$ cat src/rtl/pkt_ser_pkg.sv
package pkt_ser_pkg;

    localparam int PKT_W       = 104;
    localparam int BYTE_W      = 8;
    localparam int IDX_W       = 4;
    localparam int FIRST_PAY   = 6;
    localparam int LAST_SINGLE = 9;
    localparam int LAST_DOUBLE = 13;
    localparam int ADDR_STEP   = 8;
    localparam logic [1:0] MODE_DOUBLE = 2'b11;

    typedef struct packed {
        logic [31:0] hi_word;
        logic [31:0] lo_word;
        logic [31:0] dst;
        logic [3:0]  ctrl;
        logic [1:0]  mode;
        logic        write;
        logic        valid;
    } pkt_t;

    function automatic logic is_double(pkt_t p);
        return p.write && (p.mode == MODE_DOUBLE);
    endfunction

    function automatic logic [IDX_W-1:0] last_idx(pkt_t p);
        return is_double(p) ? IDX_W'(LAST_DOUBLE) : IDX_W'(LAST_SINGLE);
    endfunction

    function automatic logic burst_ok(pkt_t prev, pkt_t nxt);
        return is_double(prev) && is_double(nxt) && (nxt.ctrl == prev.ctrl)
            && (nxt.dst == prev.dst + 32'(ADDR_STEP));
    endfunction

    function automatic logic [BYTE_W-1:0] byte_at(pkt_t p, logic [IDX_W-1:0] idx);
        logic [31:0] first_word;
        logic [BYTE_W-1:0] b;
        first_word = p.write ? p.lo_word : p.hi_word;
        case (idx)
            4'd1:    b = {p.ctrl, p.dst[31:28]};
            4'd2:    b = p.dst[27:20];
            4'd3:    b = p.dst[19:12];
            4'd4:    b = p.dst[11:4];
            4'd5:    b = {p.dst[3:0], p.mode, p.write, p.valid};
            4'd6:    b = first_word[31:24];
            4'd7:    b = first_word[23:16];
            4'd8:    b = first_word[15:8];
            4'd9:    b = first_word[7:0];
            4'd10:   b = p.hi_word[31:24];
            4'd11:   b = p.hi_word[23:16];
            4'd12:   b = p.hi_word[15:8];
            4'd13:   b = p.hi_word[7:0];
            default: b = '0;
        endcase
        return b;
    endfunction

endpackage

$ cat src/rtl/pkt_wait_sync.sv
module pkt_wait_sync #(
    parameter int STAGES = 2
) (
    input  logic clk,
    input  logic rst,
    input  logic async_in,
    output logic sync_out
);
    logic [STAGES-1:0] shreg;

    always_ff @(posedge clk) begin
        if (rst) shreg <= '0;
        else     shreg <= {shreg[STAGES-2:0], async_in};
    end

    assign sync_out = shreg[STAGES-1];
endmodule

$ cat src/rtl/pkt_hold_slot.sv
module pkt_hold_slot
    import pkt_ser_pkg::*;
(
    input  logic clk,
    input  logic rst,
    input  logic load_req,
    input  pkt_t load_pkt,
    input  logic take,
    output logic full,
    output pkt_t held
);
    always_ff @(posedge clk) begin
        if (rst) begin
            full <= 1'b0;
            held <= '0;
        end else if (load_req && !full) begin
            full <= 1'b1;
            held <= load_pkt;
        end else if (take) begin
            full <= 1'b0;
        end
    end
endmodule

$ cat src/rtl/pkt_tx_seq.sv
module pkt_tx_seq
    import pkt_ser_pkg::*;
(
    input  logic               clk,
    input  logic               rst,
    input  logic               pend_full,
    input  pkt_t               pend_pkt,
    input  logic               rd_blk,
    input  logic               wr_blk,
    output logic               take,
    output logic               frame,
    output logic [BYTE_W-1:0]  data,
    output logic [IDX_W-1:0]   idx,
    output logic               cur_write
);
    pkt_t cur;
    logic sending;
    logic at_last, start, cont, pend_blocked;

    assign pend_blocked = pend_pkt.write ? wr_blk : rd_blk;
    assign at_last      = sending && (idx == last_idx(cur));
    assign start        = !sending && pend_full && !pend_blocked;
    assign cont         = at_last && pend_full && !wr_blk && burst_ok(cur, pend_pkt);
    assign take         = start || cont;

    always_ff @(posedge clk) begin
        if (rst) begin
            sending <= 1'b0;
            idx     <= '0;
            cur     <= '0;
        end else if (start) begin
            cur     <= pend_pkt;
            sending <= 1'b1;
            idx     <= '0;
        end else if (cont) begin
            cur     <= pend_pkt;
            idx     <= IDX_W'(FIRST_PAY);
        end else if (at_last) begin
            sending <= 1'b0;
            idx     <= '0;
        end else if (sending) begin
            idx     <= idx + 1'b1;
        end
    end

    assign frame     = sending;
    assign data      = sending ? byte_at(cur, idx) : '0;
    assign cur_write = cur.write;
endmodule

$ cat src/rtl/pkt_byte_serializer.sv
module pkt_byte_serializer
    import pkt_ser_pkg::*;
#(
    parameter int SYNC_STAGES = 2
) (
    input  logic              clk,
    input  logic              rst,
    input  logic              sys_access,
    input  logic [PKT_W-1:0]  sys_packet,
    output logic              sys_wait,
    output logic              lnk_frame,
    output logic [BYTE_W-1:0] lnk_data,
    input  logic              lnk_rd_wait,
    input  logic              lnk_wr_wait
);
    localparam int N_WAIT = 2;

    logic [N_WAIT-1:0] wait_async, wait_s;
    logic pend_full, take, seq_cur_write;
    logic [IDX_W-1:0] seq_idx;
    pkt_t pend_pkt;

    assign wait_async = {lnk_wr_wait, lnk_rd_wait};

    for (genvar i = 0; i < N_WAIT; i++) begin : g_sync
        pkt_wait_sync #(.STAGES(SYNC_STAGES)) u_sync (
            .clk(clk), .rst(rst), .async_in(wait_async[i]), .sync_out(wait_s[i])
        );
    end

    pkt_hold_slot u_slot (
        .clk(clk), .rst(rst), .load_req(sys_access), .load_pkt(pkt_t'(sys_packet)),
        .take(take), .full(pend_full), .held(pend_pkt)
    );

    pkt_tx_seq u_seq (
        .clk(clk), .rst(rst), .pend_full(pend_full), .pend_pkt(pend_pkt),
        .rd_blk(wait_s[0]), .wr_blk(wait_s[1]), .take(take),
        .frame(lnk_frame), .data(lnk_data), .idx(seq_idx), .cur_write(seq_cur_write)
    );

    assign sys_wait = pend_full;
endmodule

$ cat config.mk
export PLATFORM = sky130hd
export DESIGN_NAME = pkt_byte_serializer
export DESIGN_NICKNAME = d
export VERILOG_FILES = /design/src/rtl/pkt_ser_pkg.sv /design/src/rtl/pkt_wait_sync.sv /design/src/rtl/pkt_hold_slot.sv /design/src/rtl/pkt_tx_seq.sv /design/src/rtl/pkt_byte_serializer.sv
export SDC_FILE = /design/constraint.sdc
export NUM_CORES = 1
export LEC_CHECK = 0
export BUFFER_PORTS_ARGS = -buffer_cell sky130_fd_sc_hd__buf_2
export CORE_MARGIN = 2
export CORE_UTILIZATION = 40
export DETAILED_ROUTE_END_ITERATION = 10
export GPL_TIMING_DRIVEN = 0
export PLACE_DENSITY = 0.69
export SETUP_SLACK_MARGIN = 0.3
export SYNTH_ARGS = -nofsm -noshare
export SYNTH_HDL_FRONTEND = slang
export SYNTH_SLANG_ARGS = --single-unit
export TNS_END_PERCENT = 5
$ cat constraint.sdc
create_clock -name clk -period 3.9 [get_ports clk]
set_clock_uncertainty 0.1 [all_clocks]
set_input_delay 0.78 -clock clk [delete_from_list [all_inputs] [get_ports clk]]
set_output_delay 0.78 -clock clk [all_outputs]
set_load 0.03 [all_outputs]
# Word-level counts from Yosys, hierarchy flattened
# Index checks and enable logic that the tools add are counted.
[word_totals]
output_inout_bits = 10
input_bits = 109
elab_cells = 80
register_bits = 218
[op_classes]
n_eq_ne = 19
muxes = 15
n_reduce_logical = 24
addsub = 2
[op_table]
columns = ["cell", "n"]
rows = [
  ["$mux 104", 2],
  ["$pmux 8 s13", 1],
  ["$add 32x4->32 const B", 1],
  ["$eq 32x32->1", 1],
  ["$mux 32", 1],
  ["$eq 4x4->1 const B", 6],
  ["$eq 4x3->1 const B", 4],
  ["$logic_and 1x1->1", 12],
  ["$mux 3", 4],
  ["$eq 4x2->1 const B", 2],
  ["$eq 4x4->1", 2],
  ["$mux 8", 1],
  ["$mux 1", 6],
  ["$reduce_bool 2->1", 3],
  ["$add 4x1->4 const B", 1],
  ["$eq 2x2->1 const B", 2],
  ["$eq 4x1->1 const B", 1],
  ["$logic_not 1->1", 4],
  ["$reduce_or 4->1", 1],
  ["$reduce_bool 3->1", 1],
  ["$ne 2x1->1 const B", 1],
  ["$reduce_and 2->1", 1],
  ["$reduce_or 2->1", 1],
  ["$logic_or 1x1->1", 1],
]

# Logic depth before layout (Yosys ltp)
[logic_depth]
word_depth = 11
mapped_depth = 13
ltp_nobuf = 9

# By module
# From an unflattened synthesis, not the netlist that was laid out.
[unflattened]
hier_cells = 1325
hier_area_um2 = 12072.8
[modules_own_cells]
columns = ["mod", "area_per_inst_um2", "instances", "cells_each"]
rows = [
  ["pkt_tx_seq", 7265.7, 1, 841],
  ["pkt_hold_slot", 4702.0, 1, 476],
  ["pkt_wait_sync", 52.6, 2, 4],
]

# Worst setup path before layout
# OpenSTA, ideal clock, no wires.
[synth_path]
path_kind = "reg-to-output"
startpoint = "register u_seq.idx[3]"
endpoint = "output port lnk_data[0]"
path_slack_ns = 0.939
arrival_ns = 2.081
stages_incl_launch_ff = 9
n_path_buf = 2
required_ns = 3.020
path_cell_list = "dfxtp_1 clkbuf_1 nor2b_1 and2_1 clkbuf_1 a222oi_1 a21oi_1 a311oi_1 a21oi_1"
[synth_between]
elab_chain_cells = 3
elab_cells_between_ends = 15
[synth_rtl]
columns = ["element", "line_no", "rtl"]
rows = [
  ["start: declaration", "pkt_tx_seq.sv:13", "output logic [IDX_W-1:0] idx,"],
  ["start signal: assignment", "pkt_tx_seq.sv:37", "idx <= IDX_W'(FIRST_PAY);"],
  ["start signal: assignment", "pkt_tx_seq.sv:42", "idx <= idx + 1'b1;"],
  ["$eq 4x4->1 (tied with other cells)", "pkt_ser_pkg.sv:39", "case (idx)"],
  ["$pmux 8 s13 *", "pkt_ser_pkg.sv:39", ""],
  ["$mux 8 *", "pkt_tx_seq.sv:47", "assign data = sending ? byte_at(cur, idx) : '0;"],
  ["end: declaration", "pkt_byte_serializer.sv:12", "output logic [BYTE_W-1:0] lnk_data,"],
]
# Every way passes the cells marked *; elsewhere a longest branch is shown, timed or not.

# Worst setup path in the final report
[layout_path]
startpoint = "register u_seq.idx[0]"
endpoint = "output port lnk_data[0]"
# Same word-level chain as after synthesis.

==> results.json <==
{
  "area_delta_synth_final_pct": 19.2,
  "crit_family": "compound AO/OA/AOI/OAI gates",
  "async_flop_share": 0,
  "synth.avg_cell_area_um2": 8.04,
  "setup_viol": 0,
  "cts.sinks": 218,
  "ys_warn_count": 0,
  "tns_ps": 0,
  "worst_pin_slew_ps": 803,
  "synthFlopType": "dfxtp_1",
  "drive_gt1_frac": 0.216,
  "hp-class": "flip-flop to flip-flop",
  "cp-start-kind": "flip-flop",
  "core-area_um2": 26100,
  "status": "complete, no violations",
  "synth_cell_types": 66,
  "crit_buf_inv": 4,
  "cp_cell_sequence": "inv_4 -> ha_4 -> buf_6 -> and2_4 -> buf_6 -> a222oi_1 -> a21oi_1 -> a311oi_2 -> a21oi_2 -> buf_6",
  "post-route-period-util": 0.944,
  "path_common_cell": "buf_6",
  "min_period_ps": 3680,
  "rows": 59,
  "hold_viol": 0,
  "grtUsageTotal": 0.239,
  "synth_edf_count": 0,
  "gr-total-overflow": 0,
  "numPortBuffers": 117,
  "maxCapViolCount": 0,
  "max_freq_mhz": 272,
  "first_iter_violations": 697,
  "clk_path_buf_depth": 3,
  "avgViaCountPerCell": 5.58,
  "cts_tree": "yes",
  "ys_seq_elements": 218,
  "grt_setup_unrepaired": "true",
  "leakagePower_nw": 4.65,
  "die_h_um": 167,
  "drtPass1Iterations": 5,
  "end_kind": "output pin",
  "power_w": 0.00532,
  "wire_per_inst_um": 18.8,
  "routed_wl_mm": 34.3,
  "grt_pass1_vias": 9828,
  "worstPathArrival_ps": 2800,
  "cp_max_fo": 7,
  "syn-num-nets": 1437,
  "initial_core_util": 0.408,
  "worstPathRequired_ps": 3020,
  "dp_hpwl_mm": 25.5,
  "gp_congestion": 1.01,
  "root_buffer": "clkbuf_16",
  "dieWidth_um": 167,
  "antenna_found_initial": 1,
  "peakVddDrop_mv": 0.333,
  "powerDensity_nw_per_um2": 419,
  "clock_latency_ps": 530,
  "grt_start_max_net_pins": 14,
  "via_count": 10164,
  "netlist_instances": 1323,
  "grt_pass1_wl_mm": 53.9,
  "slew_headroom": 0.465,
  "cts.clk_slew.worst_paths_ps": 60,
  "syn-cell-area_um2": 10600,
  "crit_slowest_cell": "a222oi_1",
  "fin_nets": 1587,
  "cpPeakStageDelay_ps": 460,
  "detail-route-antenna-nets": 0,
  "pin_count": 119,
  "antenna_cells": 0,
  "htree_levels": 1,
  "route.detailed.drc": 0,
  "slew_viol_final": 0,
  "cts_buffers": 24,
  "ys_seq_area_frac": 0.410,
  "die_area_um2": 27900,
  "ctsHoldBuffers": 0,
  "setup.worst_path.class": "flip-flop to output pin"
}
==> sequential cells by signal (all words and copies together), names as in the netlist <==
register             cells
u_seq.frame              1
u_seq.cur_write          1
u_seq.idx                4
u_slot.held            104
u_slot.full              1
g_sync.u_sync.shreg      4
u_seq.cur              103
==> kinds of logic (layout without fill, tap and decap cells) <==
family,Yosys count,count (layout),synth area share
compound gates,432,432,0.228
mux,18,18,0.0181
simple gates,471,471,0.245
xor+xnor,42,42,0.0346
buf+inv,137,302,0.0583
fa+ha+maj,5,5,0.00588
flops,218,218,0.410
==> report_power, final <==
part	internal [W]	total (W)	switching (W)
sequential	0.00233	0.00242	0.0000888
clock	0.00145	0.00235	0.000906
combinational	0.000212	0.000554	0.000341
==> metal layers <==
metal | part of all wire | GRT usage
met5 | 0 | 0
met4 | 0.034 | 0.0772
met3 | 0.062 | 0.0399
met2 | 0.46 | 0.398
met1 | 0.44 | 0.317
==> metrics by stage <==
step,hold slack [ps],cells,setup slack (ps),instance area [µm²],utilization
floorplan,314,1323,939,10600,-
global placement,322,1775,163,11600,0.447
detailed placement,327,1775,185,11600,0.447
CTS,347,1816,150,12500,0.481
global route,362,1823,222,12700,0.487
finish,341,1823,218,12700,0.487
==> Yosys cell counts, types with 6 or more instances <==
cell type	n	area [µm²]
buf_6	9	101
nand2_1	231	867
nor3b_1	6	45.0
inv_1	9	33.8
buf_2	16	80.1
xnor2_1	16	140
or3b_2	68	596
mux2_2	10	113
a211oi_1	7	52.6
a31oi_1	13	81.3
nor2_1	21	78.8
or3b_1	34	298
and4_1	6	52.6
clkbuf_1	85	319
a22oi_1	14	105
and3_1	8	50.1
and2_1	7	43.8
or3_1	7	43.8
nand3_1	28	140
nor2b_1	12	75.1
buf_1	13	48.8
o21ai_0	73	365
xor2_1	26	228
dfxtp_1	218	4360
mux2i_1	8	80.1
nand4_1	13	81.3
nor3_1	7	35.0
a22o_1	6	52.6
o21ai_1	51	255
a21oi_1	227	1140
==> path summary, 6_finish.rpt <==
path	from	to	slack (ps)	depth (start not counted)
setup / recovery	u_seq.idx[0]$_SDFFE_PP0P_	lnk_data[0]	220	10
hold / removal	g_sync[1].u_sync.shreg[0]$_SDFF_PP0_	g_sync[1].u_sync.shreg[1]$_SDFF_PP0_	340	1
setup reg to reg	u_seq.cur[11]$_SDFFE_PP0P_	u_seq.cur[31]$_SDFFE_PP0P_	470	12
hold reg to reg	g_sync[1].u_sync.shreg[0]$_SDFF_PP0_	g_sync[1].u_sync.shreg[1]$_SDFF_PP0_	340	1
==> layout by cell type, fill, tap and decap left out, types with 5 or more instances in the layout <==
cell and instances:
xor2_1 26, clkbuf_1 71, clkbuf_2 9, a31oi_1 12, xnor2_1 16, buf_4 13, buf_6 12, mux2i_1 8
clkbuf_16 24, nand2_1 231, nand3_1 28, or3b_2 68, inv_1 6, clkinv_2 6, buf_2 134, and2_1 6
buf_1 10, nor2_1 21, or3b_1 34, o21ai_0 73, clkbuf_4 5, o21ai_1 50, and3_1 8, dfxtp_1 215
a21oi_1 226, and4_1 6, nand4_1 13, mux2_2 10, nor3b_1 6, a32oi_1 5, nor3_1 7, a22o_1 6
a22oi_1 13, or3_1 7, nor2b_1 11, a211oi_1 6
==> what timing repair did <==
item | 4_1_cts | 5_1_grt
resized for setup | 32 | 41
buffers inserted | 0 | 7
setup endpoints to repair | 115 | 116
pin swaps | 5 | 8
==> final cells by class <==
type | instances | area, µm²
Fill cell | 2603 | 13400
Multi-Input combinational cell | 968 | 5740
Sequential cell | 218 | 4380
Clock buffer | 30 | 653
Timing Repair Buffer | 124 | 647
Buffer | 128 | 647
Tap cell | 335 | 419
Clock inverter | 11 | 166
Inverter | 9 | 40.0
Note: power is estimated with default switching activity, not from simulation.
